--- config.mk ---
export PLATFORM = sky130hd
export DESIGN_NAME = mac_pipe
export DESIGN_NICKNAME = d
export VERILOG_FILES = /design/src/rtl/mac_pipe.sv
export SDC_FILE = /design/constraint.sdc
export NUM_CORES = 1
export LEC_CHECK = 0
export ABC_AREA = 1
export CAP_MARGIN = 30
export CORE_MARGIN = 2
export CORE_UTILIZATION = 40
export DETAILED_ROUTE_END_ITERATION = 12
export DONT_BUFFER_PORTS = 1
export PLACE_DENSITY = 0.57
export SYNTH_ARGS = -nofsm -noshare
export SYNTH_HDL_FRONTEND = slang
export SYNTH_SLANG_ARGS = --single-unit
export TNS_END_PERCENT = 5
--- constraint.sdc ---
create_clock -name clk -period 8.3 [get_ports clk]
set_clock_uncertainty 0.2 [all_clocks]
set_input_delay 2.49 -clock clk [delete_from_list [all_inputs] [get_ports clk]]
set_output_delay 2.49 -clock clk [all_outputs]
set_load 0.01 [all_outputs]
--- src/rtl/mac_pipe.sv ---
module mac_pipe #(
  parameter int ACCW = 40
) (
  input  logic            clk,
  input  logic            rst_n,
  input  logic            wr_en,
  input  logic [3:0]      wr_addr,
  input  logic [7:0]      wr_data,
  output logic [ACCW-1:0] acc_o,
  output logic [15:0]     rnd_o,
  output logic [2:0]      flags_o,
  output logic [4:0]      cfg_o
);
  localparam int NB = ACCW / 8;
  localparam int XW = ACCW - 32;

  logic [15:0]        a_q, b_q, rnd_q;
  logic [4:0]         cfg_q;
  logic [2:0]         flg_q;
  logic [ACCW-1:0]    acc_q;
  logic               go_q, s1_v, s1_mode;
  logic signed [31:0] prod_q;

  wire launch  = wr_en && wr_addr == 4'd3;
  wire cfg_wr  = wr_en && wr_addr == 4'd4;
  wire flg_wr  = wr_en && wr_addr == 4'd5;
  wire acc_wr  = wr_en && wr_addr >= 4'd6 && wr_addr < 4'(6 + NB);
  wire clr_now = go_q && cfg_q[2];
  wire shf_now = cfg_q[3];

  wire signed [31:0] mul  = $signed(a_q) * $signed(b_q);
  wire [ACCW-1:0]    base = s1_mode ? '0 : acc_q;
  wire [ACCW-1:0]    pext = {{XW{prod_q[31]}}, prod_q};
  wire [ACCW-1:0]    sum  = base + pext;
  wire hov  = (base[ACCW-1] == pext[ACCW-1]) && (sum[ACCW-1] != base[ACCW-1]);
  wire sov  = !(&sum[ACCW-1:31] || ~|sum[ACCW-1:31]);

  wire        hi_ok = &acc_q[ACCW-1:31] || ~|acc_q[ACCW-1:31];
  wire [16:0] rsum  = {acc_q[31], acc_q[31:16]} + {16'd0, acc_q[15]};
  wire [15:0] rnd_nxt = (cfg_q[1] && (!hi_ok || rsum[16] != rsum[15]))
                      ? (acc_q[ACCW-1] ? 16'h8000 : 16'h7fff) : rsum[15:0];

  always_ff @(posedge clk) begin
    if (!rst_n) begin
      a_q <= '0; b_q <= '0; cfg_q <= '0; flg_q <= '0; acc_q <= '0;
      rnd_q <= '0; go_q <= 1'b0; s1_v <= 1'b0; s1_mode <= 1'b0; prod_q <= '0;
    end else begin
      if (wr_en) begin
        case (wr_addr)
          4'd0: a_q[7:0]  <= wr_data;
          4'd1: a_q[15:8] <= wr_data;
          4'd2: b_q[15:8] <= wr_data;
          4'd3: b_q[7:0]  <= wr_data;
          default: ;
        endcase
      end
      go_q <= launch;
      s1_v <= go_q;
      if (go_q) begin
        prod_q  <= mul;
        s1_mode <= cfg_q[0];
      end

      if (cfg_wr) cfg_q <= wr_data[4:0];
      else begin
        if (clr_now) cfg_q[2] <= 1'b0;
        if (shf_now) cfg_q[3] <= 1'b0;
      end

      if (acc_wr) begin
        for (int i = 0; i < NB; i++)
          if (wr_addr == 4'(6 + i)) acc_q[8*i +: 8] <= wr_data;
      end else if (clr_now) acc_q <= '0;
      else if (shf_now)
        acc_q <= cfg_q[4] ? {acc_q[ACCW-1], acc_q[ACCW-1:1]} : {acc_q[ACCW-2:0], 1'b0};
      else if (s1_v) acc_q <= sum;

      if (flg_wr) flg_q <= wr_data[2:0];
      else if (clr_now) flg_q <= '0;
      else if (s1_v) begin
        flg_q[0] <= sum == '0;
        if (sov) flg_q[1] <= 1'b1;
        if (!s1_mode && hov) flg_q[2] <= 1'b1;
      end

      rnd_q <= rnd_nxt;
    end
  end

  assign acc_o   = acc_q;
  assign rnd_o   = rnd_q;
  assign flags_o = flg_q;
  assign cfg_o   = cfg_q;

  assert_clear_R8: assert property (@(posedge clk) disable iff (!rst_n)
    (clr_now && !acc_wr && !flg_wr) |=> (acc_q == '0 && flg_q == '0));
  assert_shift_flags_R9: assert property (@(posedge clk) disable iff (!rst_n)
    (shf_now && !flg_wr && !clr_now && !s1_v) |=> $stable(flg_q));
  assert_shift_selfclr_R9: assert property (@(posedge clk) disable iff (!rst_n)
    (shf_now && !cfg_wr) |=> !cfg_q[3]);
  assert_hov_hold_R4: assert property (@(posedge clk) disable iff (!rst_n)
    (s1_v && s1_mode && !flg_wr && !clr_now) |=> $stable(flg_q[2]));
  assert_sticky_R7: assert property (@(posedge clk) disable iff (!rst_n)
    (flg_q[1] && !flg_wr && !clr_now) |=> flg_q[1]);
  assert_sat_R6: assert property (@(posedge clk) disable iff (!rst_n)
    (cfg_q[1] && !hi_ok) |=> (rnd_q == 16'h7fff || rnd_q == 16'h8000));
endmodule

==> results.md <==
- Vias: ~18000
- Yosys Warn Count: 0
- Final ANT Viol Nets: 0
- LEAKAGE: 0.0114 µW
- Peak supply drop: ~180 µV
- Clk slew on worst S/H paths: 0.06 ns
- Fmax: 147 MHz
- Area occupied by multi-input gates: 0.0141 mm²
- Setup CP Type: flip-flop to flip-flop
- # Post-CTS Setup Buffers: 0
- Final Wtd Congestion: 0.949
- Max_cap viols: 0
- CTS Buf Count: 17
- #FFs+latches synth: between 100 and 150
- Rel. slew slack: 34.2%
- Crit share post-route: between 80 and 90%
- Leading area contributor after synthesis: fa_1
- RSZ-0062 raised after global routing: no
- Most frequent cells in the layout: 693 x inv_1, 669 x nand2_1, 263 x fa_1
- CORE AREA: around 0.05 mm²
- Final setup fails: 0
- Layout Nets: between 3000 and 4000
- Placed instance count: approximately 3500
- Filler cell count: 5257
- Via/cell ratio: a little over 5
- Hpwl dp: between 50000 and 60000 µm
- Post-synth EDFFs: 0
- Gr usage total: a little over a quarter
- DRC Markers: 0
- Synth Cell Area: 0.0198 mm²
- CTS H-Tree Depth: 4
- Die Ht: about 230 µm
- Initial Utilization: between 40% and 50%
- CP Max Fanout: 17
- Total wire length: ~64000 µm
- DP Worst Slack: approximately 1.6 ns
- CTS tree: yes
- Detail-routed net length per standard cell: ~18 µm
- Cell row count: 81
- Max Slew Vio Count: 0
- Most used DFF post-synth: dfxtp_1
- Period minus WS final: around 6.8 ns
- Hold-fix buffers, CTS: 0
- Syn Inst Count: ~2900
- Endpoints failing hold: 0
- Synth Net Count: about 3300
- Initial DRC Count: between 1500 and 2000
- Clock Root Buffer: clkbuf_16
- Most common cell after layout, fill and taps aside: inv_1
- Initial antenna violation count: 2
- Non-Filler Instances: approximately 3500
- Post-synth top area share: approximately a quarter
- Largest net degree at the start of global routing: 97
- Least-Margin Pin Slew: slightly below 1 ns
- PwrDens: 85.5 mW/mm²
- Critical Path RT: 8.45 ns
- # clock sinks: about 130
- Layout area overhead: 5.22%
- Setup TNS: 0 ns
- Die area: 0.0512 mm²
- Layout cell share with drive strength beyond 1: under 10%
- Register area: ~0.0026 mm²
- Outcome: complete, no violations
- Max clock buf depth: 2
- GRT Residual Overflow: 0
- Worst hold path class: flip-flop to flip-flop
- CP Capture Type: flip-flop
- Number of global-route vias before repair: roughly 18000
- Die W: between 200 and 250 µm
- CP Data Arrival Time: between 6 and 7 ns
- CTS resizes: 0
- Share of the yosys chip area belonging to registers: a little over an eighth
- CP Launch Type: flip-flop
- TritonRoute pass-1 iters: 5
- Worst-Skew Late Latency: between 0.4 and 0.5 ns
- Total I/O pin count: 79
- Final WS setup: roughly 1.5 ns
- Avg Cell Area, Syn: about 6.8 µm²
- I/O Buffers: 0
- Post-synthesis async set-or-reset flop share: 0%
- N_diodes: 0
- Synth cell types: between 50 and 60
- Top cells by area, synth: fa_1 27%, dfxtp_1 13%, inv_1 13%
- First-pass GRT wire length: between 100000 and 150000 µm
synthesized netlist by cell type, drive strengths merged, types with 27 or more instances:
master	instances
inv	694
nand2	672
fa	263
nor2	240
o21ai	195
a21oi	153
dfxtp	131
ha	123
clkbuf	112
nand3	98
a31oi	38
xor2	32
nand4	27
metal layers:
metal  track usage, %  vias to the layer above  part of all wire, %
li1                 -                     8595                    -
met1             36.7                     8689                   45
met2             41.4                      627                   45
met3             3.94                       96                  7.1
met4             8.68                        0                  3.0
met5                0                        -                    0
path summary, 6_finish.rpt:
path                           start  depth (start not counted)  slack [ns]                       to
max             a_q[15]$_SDFFE_PN0P_                         22        1.51  prod_q[31]$_SDFFE_PN0P_
max reg2reg     a_q[15]$_SDFFE_PN0P_                         22        1.51  prod_q[31]$_SDFFE_PN0P_
min reg2reg  prod_q[22]$_SDFFE_PN0P_                          2        0.30  prod_q[22]$_SDFFE_PN0P_
min          prod_q[22]$_SDFFE_PN0P_                          2        0.30  prod_q[22]$_SDFFE_PN0P_
power breakdown:
group          total [µW]  switching, µW  internal, µW
logic                 272            186          86.2
clock network         784            329           454
registers             722           68.7           654
total                1780            584          1190
cell families after synthesis:
group	Yosys count	synth area share, %
buffers and inverters	815	15.6
XOR/XNOR	50	2.22
AO/OA/AOI/OAI	439	12.2
adder cells (fa/ha/maj)	386	34.4
AND/OR/NAND/NOR	1077	22.3
flip-flops	131	13.3
through the flow:
step                hold slack (ns)  total power [µW]  util, %  area, µm²
floorplan                     0.256               899        -      19800
global placement              0.285              1000     41.3      20200
detailed placement            0.287              1000     41.3      20200
CTS                           0.305              1790     42.6      20800
global route                  0.319              1840     42.6      20800
finish                        0.299              1780     42.6      20800
state kept, by name, summed over array words and instances (netlist names):
signal   flops
a_q         16
cfg_o        5
b_q         16
go_q         1
s1_mode      1
prod_q      32
rnd_o       16
s1_v         1
acc_o       40
flags_o      3
layout make-up:
| type | instances | area share, % |
|---|---|---|
| Inverter | 695 | 12.6 |
| Timing Repair Buffer | 9 | 0.325 |
| Clock buffer | 19 | 2.13 |
| Clock inverter | 13 | 0.716 |
| Multi-Input combinational cell | 1952 | 67.7 |
| Tap cell | 664 | 3.99 |
| Sequential cell | 131 | 12.6 |
critical path, cell delays in order, from the launching register on:
cell and delay [ns]:
dfxtp_1 0.73, nand2_1 0.20, inv_1 0.17, fa_1 0.57, fa_1 0.76, inv_1 0.20, fa_1 0.56, inv_1 0.09
fa_1 0.53, inv_1 0.05, fa_1 0.45, fa_1 0.49, inv_1 0.04, ha_1 0.30, inv_1 0.08, nor3_1 0.27
nor3b_1 0.29, nand3_1 0.12, o21ai_0 0.23, xor2_1 0.17, nand2_1 0.06, nand2_1 0.06, inv_1 0.04
Power figures use the tool's default switching activity.
